<file path="src/rtl/fdf_pkg.sv">
package fdf_pkg;
  typedef enum logic [2:0] {
    ST_IDLE, ST_DREQ, ST_DDATA, ST_XREQ, ST_XGNT, ST_XDATA
  } fetch_state_t;
  localparam int DESC_WORDS = 4;
endpackage

</file>
<file path="src/rtl/fdf_fifo.sv">
module fdf_fifo #(
  parameter int DW    = 32,
  parameter int DEPTH = 32,
  parameter bit HOLD  = 1'b1
) (
  input  logic                       clk,
  input  logic                       rst,
  input  logic                       push,
  input  logic [DW-1:0]              wdata,
  input  logic                       pop,
  output logic [DW-1:0]              rdata,
  output logic [$clog2(DEPTH):0]     count,
  output logic                       underrun
);
  localparam int PW = $clog2(DEPTH);

  logic [DW-1:0] store [DEPTH];
  logic [PW-1:0] wptr, rptr;
  logic          do_pop;
  logic [DW-1:0] empty_val;

  assign do_pop = pop && (count != '0);

  generate
    if (HOLD) begin : g_hold
      assign empty_val = rdata;
    end else begin : g_zero
      assign empty_val = '0;
    end
  endgenerate

  always_ff @(posedge clk) begin
    if (push) store[wptr] <= wdata;
  end

  always_ff @(posedge clk) begin
    if (rst) begin
      wptr     <= '0;
      rptr     <= '0;
      count    <= '0;
      underrun <= 1'b0;
      rdata    <= '0;
    end else begin
      if (push) wptr <= wptr + 1'b1;
      if (do_pop) begin
        rptr  <= rptr + 1'b1;
        rdata <= store[rptr];
      end else if (pop) begin
        rdata    <= empty_val;
        underrun <= 1'b1;
      end
      count <= count + (PW+1)'(push) - (PW+1)'(do_pop);
    end
  end

  assert_no_overflow_R9: assert property (@(posedge clk) disable iff (rst)
    push |-> (int'(count) < DEPTH));
  assert_underrun_sticky_R6: assert property (@(posedge clk) disable iff (rst)
    underrun |=> underrun);
  assert_hold_on_empty_R6: assert property (@(posedge clk) disable iff (rst)
    (HOLD && pop && count == '0) |=> ($stable(rdata) && underrun));
endmodule

</file>
<file path="src/rtl/fdf_engine.sv">
module fdf_engine
  import fdf_pkg::*;
#(
  parameter int AW      = 32,
  parameter int DW      = 32,
  parameter int LEN_W   = 24,
  parameter int PAL_BIT = 28,
  parameter int BURST   = 16,
  parameter int DEPTH   = 32,
  parameter int PAL_AW  = 8,
  localparam int BL_W   = $clog2(BURST) + 1,
  localparam int CNT_W  = $clog2(DEPTH) + 1
) (
  input  logic              clk,
  input  logic              rst,
  input  logic              enable,
  input  logic [AW-1:0]     first_desc,
  output logic              mem_req,
  output logic [AW-1:0]     mem_addr,
  output logic [BL_W-1:0]   mem_len,
  input  logic              mem_gnt,
  input  logic              mem_rvalid,
  input  logic [DW-1:0]     mem_rdata,
  input  logic [CNT_W-1:0]  fifo_count,
  output logic              push,
  output logic              pal_we,
  output logic [PAL_AW-1:0] pal_idx,
  output logic [DW-1:0]     pal_data,
  output logic [DW-1:0]     frame_id,
  output logic              frame_done
);
  fetch_state_t      state;
  logic [AW-1:0]     nxt_ptr, src;
  logic [LEN_W-1:0]  remaining;
  logic              is_pal;
  logic [BL_W-1:0]   beat, blen, blen_next;
  logic [PAL_AW-1:0] pal_cnt;
  logic              room;

  assign blen_next = (remaining >= LEN_W'(BURST)) ? BL_W'(BURST) : remaining[BL_W-1:0];
  assign room      = (int'(fifo_count) + int'(blen_next)) <= DEPTH;
  assign push      = (state == ST_XDATA) && mem_rvalid && !is_pal;

  always_ff @(posedge clk) begin
    if (rst) begin
      state      <= ST_IDLE;
      mem_req    <= 1'b0;
      mem_addr   <= '0;
      mem_len    <= '0;
      nxt_ptr    <= '0;
      src        <= '0;
      remaining  <= '0;
      is_pal     <= 1'b0;
      beat       <= '0;
      blen       <= '0;
      pal_cnt    <= '0;
      pal_we     <= 1'b0;
      pal_idx    <= '0;
      pal_data   <= '0;
      frame_id   <= '0;
      frame_done <= 1'b0;
    end else begin
      pal_we     <= 1'b0;
      frame_done <= 1'b0;
      case (state)
        ST_IDLE: if (enable) begin
          mem_addr <= first_desc;
          mem_len  <= BL_W'(DESC_WORDS);
          mem_req  <= 1'b1;
          state    <= ST_DREQ;
        end
        ST_DREQ: if (mem_gnt) begin
          mem_req <= 1'b0;
          beat    <= '0;
          state   <= ST_DDATA;
        end
        ST_DDATA: if (mem_rvalid) begin
          beat <= beat + 1'b1;
          case (beat[1:0])
            2'd0: nxt_ptr  <= mem_rdata;
            2'd1: src      <= mem_rdata;
            2'd2: frame_id <= mem_rdata;
            default: begin
              remaining <= mem_rdata[LEN_W-1:0];
              is_pal    <= mem_rdata[PAL_BIT];
              pal_cnt   <= '0;
              state     <= ST_XREQ;
            end
          endcase
        end
        ST_XREQ: begin
          if (remaining == '0) begin
            frame_done <= !is_pal;
            if (enable) begin
              mem_addr <= nxt_ptr;
              mem_len  <= BL_W'(DESC_WORDS);
              mem_req  <= 1'b1;
              state    <= ST_DREQ;
            end else begin
              state <= ST_IDLE;
            end
          end else if (is_pal || room) begin
            blen     <= blen_next;
            mem_addr <= src;
            mem_len  <= blen_next;
            mem_req  <= 1'b1;
            state    <= ST_XGNT;
          end
        end
        ST_XGNT: if (mem_gnt) begin
          mem_req <= 1'b0;
          beat    <= '0;
          state   <= ST_XDATA;
        end
        ST_XDATA: if (mem_rvalid) begin
          beat <= beat + 1'b1;
          if (is_pal) begin
            pal_we   <= 1'b1;
            pal_idx  <= pal_cnt;
            pal_data <= mem_rdata;
            pal_cnt  <= pal_cnt + PAL_AW'(2);
          end
          if (beat == blen - 1'b1) begin
            src       <= src + (AW'(blen) << 2);
            remaining <= remaining - LEN_W'(blen);
            state     <= ST_XREQ;
          end
        end
        default: state <= ST_IDLE;
      endcase
    end
  end

  assert_req_held_R2: assert property (@(posedge clk) disable iff (rst)
    (mem_req && !mem_gnt) |=> (mem_req && $stable(mem_addr) && $stable(mem_len)));
  assert_burst_max_R2: assert property (@(posedge clk) disable iff (rst)
    mem_req |-> (mem_len != '0 && int'(mem_len) <= BURST));
  assert_done_pulse_R8: assert property (@(posedge clk) disable iff (rst)
    frame_done |=> !frame_done);
  assert_pal_no_push_R4: assert property (@(posedge clk) disable iff (rst)
    pal_we |-> !$past(push));
endmodule

</file>
<file path="src/rtl/frame_dma_fetcher.sv">
module frame_dma_fetcher #(
  parameter int AW       = 32,
  parameter int DW       = 32,
  parameter int LEN_W    = 24,
  parameter int PAL_BIT  = 28,
  parameter int BURST    = 16,
  parameter int DEPTH    = 32,
  parameter int PAL_AW   = 8,
  parameter bit HOLD_UNDERRUN = 1'b1,
  localparam int BL_W    = $clog2(BURST) + 1,
  localparam int CNT_W   = $clog2(DEPTH) + 1
) (
  input  logic              clk,
  input  logic              rst,
  input  logic              enable,
  input  logic [AW-1:0]     first_desc,
  output logic              mem_req,
  output logic [AW-1:0]     mem_addr,
  output logic [BL_W-1:0]   mem_len,
  input  logic              mem_gnt,
  input  logic              mem_rvalid,
  input  logic [DW-1:0]     mem_rdata,
  input  logic              pix_rd,
  output logic [DW-1:0]     pix_data,
  output logic              underrun,
  output logic              pal_we,
  output logic [PAL_AW-1:0] pal_idx,
  output logic [DW-1:0]     pal_data,
  output logic [DW-1:0]     frame_id,
  output logic              frame_done
);
  logic             push;
  logic [CNT_W-1:0] fifo_count;

  fdf_engine #(
    .AW(AW), .DW(DW), .LEN_W(LEN_W), .PAL_BIT(PAL_BIT),
    .BURST(BURST), .DEPTH(DEPTH), .PAL_AW(PAL_AW)
  ) u_engine (
    .clk(clk), .rst(rst), .enable(enable), .first_desc(first_desc),
    .mem_req(mem_req), .mem_addr(mem_addr), .mem_len(mem_len),
    .mem_gnt(mem_gnt), .mem_rvalid(mem_rvalid), .mem_rdata(mem_rdata),
    .fifo_count(fifo_count), .push(push),
    .pal_we(pal_we), .pal_idx(pal_idx), .pal_data(pal_data),
    .frame_id(frame_id), .frame_done(frame_done)
  );

  fdf_fifo #(.DW(DW), .DEPTH(DEPTH), .HOLD(HOLD_UNDERRUN)) u_fifo (
    .clk(clk), .rst(rst), .push(push), .wdata(mem_rdata),
    .pop(pix_rd), .rdata(pix_data), .count(fifo_count), .underrun(underrun)
  );
endmodule

</file>
<file path="config.mk">
export PLATFORM = sky130hd
export DESIGN_NAME = frame_dma_fetcher
export DESIGN_NICKNAME = d
export VERILOG_FILES = /design/src/rtl/fdf_pkg.sv /design/src/rtl/fdf_fifo.sv /design/src/rtl/fdf_engine.sv /design/src/rtl/frame_dma_fetcher.sv
export SDC_FILE = /design/constraint.sdc
export NUM_CORES = 2
export LEC_CHECK = 0
export ABC_AREA = 1
export BUFFER_PORTS_ARGS = -buffer_cell sky130_fd_sc_hd__buf_2
export CORE_MARGIN = 3
export CORE_UTILIZATION = 40
export CTS_BUF_LIST = sky130_fd_sc_hd__clkbuf_16
export DETAILED_ROUTE_END_ITERATION = 8
export GPL_TIMING_DRIVEN = 0
export PLACE_DENSITY = 0.58
export RECOVER_POWER = 25
export SYNTH_ARGS = -nofsm -noshare
export SYNTH_HDL_FRONTEND = slang
export SYNTH_SLANG_ARGS = --single-unit
</file>
<file path="constraint.sdc">
create_clock -name clk -period 6 [get_ports clk]
set_input_delay 0.3 -clock clk [delete_from_list [all_inputs] [get_ports clk]]
set_output_delay 0.3 -clock clk [all_outputs]
set_load 0.01 [all_outputs]
</file>
==> impl_metrics.csv <==
group,metric,value,unit
floorplan,dieArea,139000,µm²
cts,clk_pin_slew_worst_paths,60,ps
placement,dp_hpwl,132000,µm
synthesis,ys_seq_area_share,67.3,%
cts,cts_hold_buf,24,
synthesis,ys.flop_type,"edfxtp_1",
timing,finalHoldViolations,0,
layout,final_nets,5588,
synthesis,synthesis.instances,5065,
worst_setup_path,worst_ep_arrival_time,5460,ps
synthesis,yosysWarnings,0,
timing,timing.final.crit_period,4780,ps
floorplan,dieHeight,372,µm
synthesis,synth_area_leaders,"edfxtp_1, dfxtp_1, nor2_1",
cts,cts_root_buf,"clkbuf_16",
synthesis,synth.avg_cell_area,10.6,µm²
timing,clock_skew,33.4,ps
pwr,power_leakage,22.1,nW
routing,wl,199000,µm
placement,place_inst,7066,
run,max_cap_violations,25,
timing,max_slew_margin,-114,%
synthesis,yosysTopAreaCell,"edfxtp_1",
synthesis,postSynth.asyncResetShare,0,%
routing,dr.pass1.iters,6,
routing,avgRoutedWirePerCell,27.0,µm
routing,ant_nets,0,
grt,grt.overflow.total,0,
routing,vias_per_cell,5.70,
grt,grt_pass1_vias,39600,
status,violations,"capacitance limit, slew limit",
routing,route.met3.wl,20600,µm
grt,grt_use_total,28.3,%
timing,fmax,209,MHz
pwr,ir_drop,0.000270,V
worst_setup_path,path_max_fanout,10,
routing,num_vias,42000,
routing,wl_met1,77600,µm
timing,setup_viol,0,
floorplan,ios,215,
status,status,"finished, violations left",
floorplan,die_w,372,µm
worst_setup_path,required,6680,ps
layout,flow.area_growth_from_synthesis,16.8,%
worst_setup_path,startpoint_type,"flop",
grt,grt_pass1_wl,280000,µm
floorplan,initial_utilization,40.6,%
timing,rsz0062_at_grt,"false",
cts,cts_tree,"built",
synthesis,synth.cell_area,53700,µm²
cts,cts_resized,0,
floorplan,design.core.area,132000,µm²
synthesis,yosysUniqueCellTypes,49,
grt,antenna_found_initial,13,
synthesis,yosys-top-cells-count,"edfxtp_1, nor2_1, o21ai_0",
synthesis,yosysMostFrequentCell,"edfxtp_1",
timing,finalSetupTns,0,ps
synthesis,synth_top_cell_area_share,57.3,%
worst_hold_path,min_path_type,"in -> reg",
worst_setup_path,r2r_cells,17,
synthesis,synth_edf_count,1024,
cts,cts_buffers,142,
pwr,totalPowerFinal,25.2,mW
pwr,powerDensity,402,nW/µm²
timing,drv_slew,890,
cts,clkLatencyLatePin,810,ps
routing,dr.max_layer_used,"met5",
routing,drtIter0Drc,5799,
cts,htree_levels,4,
layout,layout-drive-gt1-share,10.9,%
floorplan,rows,133,
synthesis,synth_nets,5173,
cts,postCtsSetupBuffers,0,
cts,clk_path_buf_depth,3,
cts,clock-sinks,1293,
timing,holdWs,40.6,ps
timing,period_share,79.7,%
layout,instances_no_fill,7361,
routing,dr_wl_met2,89000,µm
worst_setup_path,critPathKind,"reg -> reg",
synthesis,synth_seq_cells,1293,
placement,numPortBuffers,213,
timing,tightest_slew,3210,ps
placement,gp_congestion,0.968,
worst_setup_path,endpoint_kind,"flop",
grt,grt_max_degree,38,
worst_hold_path,holdPathStages,7,
routing,drc_errors,0,
critical path, cell delays in order (launching register included):
cell     delay (ps)
dfxtp_1         370
nor2_1          170
nand2_1         140
nor2_4          220
nand4_1         480
nor2_1          680
ha_1            350
fa_1            420
or2_2           300
nor2_1          150
nand3_1         110
nand2_1          60
nand2_1         100
nand3_2         280
buf_2           370
nand4_1         210
nand2_1         210
nor2_1           60
routing by layer:
layer	up-vias	global-route usage (%)
met3	475	6.60
li1	18700	-
met2	2324	43.7
met5	-	0
met1	20500	36.8
met4	4	15.4
cells by family after synthesis:
kind of cell	share of synthesized area [%]
compound gates	12.0
xor+xnor	0.277
fa+ha+maj	0.942
buf+inv	4.18
flops	67.3
other cells	0.00699
simple gates	15.3
through the flow:
step	util, %	setup slack [ps]	instance area, µm²
final	47.4	1220	62700
after global routing	47.4	1080	62700
after CTS	47.4	1300	62700
after detailed placement	43.7	1290	57900
after global placement	43.0	761	56900
after floorplan	-	2950	53700
state kept, by name (all words and copies together), names as in the netlist, 3 cells and up:
register and count:
u_engine.beat 5, u_engine.blen 5, u_engine.frame_id 32, u_engine.mem_addr 32, u_engine.mem_len 5, u_engine.nxt_ptr 32, u_engine.pal_cnt 7, u_engine.pal_data 32
u_engine.pal_idx 7, u_engine.remaining 24, u_engine.src 32, u_engine.state 3, u_fifo.count 6, u_fifo.rdata 32, u_fifo.rptr 5, u_fifo.store 1024
u_fifo.wptr 5
placed cells by master (no fill, tap or decap), types with 34 or more instances in the layout:
cell type / count
buf_2: 256
clkbuf_1: 216
nand2_1: 641
edfxtp_1: 1024
dfxtp_1: 269
clkinv_1: 34
nand3_1: 238
nand4_1: 86
nor2_4: 34
inv_1: 226
ha_1: 34
o211ai_1: 129
o22ai_1: 121
nor2_1: 939
a21oi_1: 230
clkbuf_16: 144
o21ai_0: 656
area by class of cell:
cell class,count,area [µm²]
Clock inverter,122,1010
Tap cell,1755,2200
Sequential cell,1293,36100
Timing Repair Buffer,271,1990
Clock buffer,144,3600
Antenna cell,4,10.0
Multi-Input combinational cell,3233,15500
Inverter,222,833
Fill cell,12300,69600
Buffer,317,1410
final timing paths:
| check | startpoint | to | slack, ps |
|---|---|---|---|
| setup reg to reg | u_engine.remaining[11]$_SDFFE_PP0P_ | u_engine.mem_addr[0]$_SDFFE_PP0P_ | 1220 |
| hold reg to reg | u_engine.nxt_ptr[18]$_SDFFE_PP0P_ | u_engine.nxt_ptr[18]$_SDFFE_PP0P_ | 450 |
| setup / recovery | u_engine.remaining[11]$_SDFFE_PP0P_ | u_engine.mem_addr[0]$_SDFFE_PP0P_ | 1220 |
| hold / removal | first_desc[20] | u_engine.mem_addr[20]$_SDFFE_PP0P_ | 40 |
power by group:
part           internal (mW)  switching [mW]  total [mW]
sequential              10.0           0.265        10.3
combinational           1.71            4.60        6.31
clock                   4.88            3.76        8.64
total                   16.6            8.63        25.2
(Power assumes the default switching activity.)
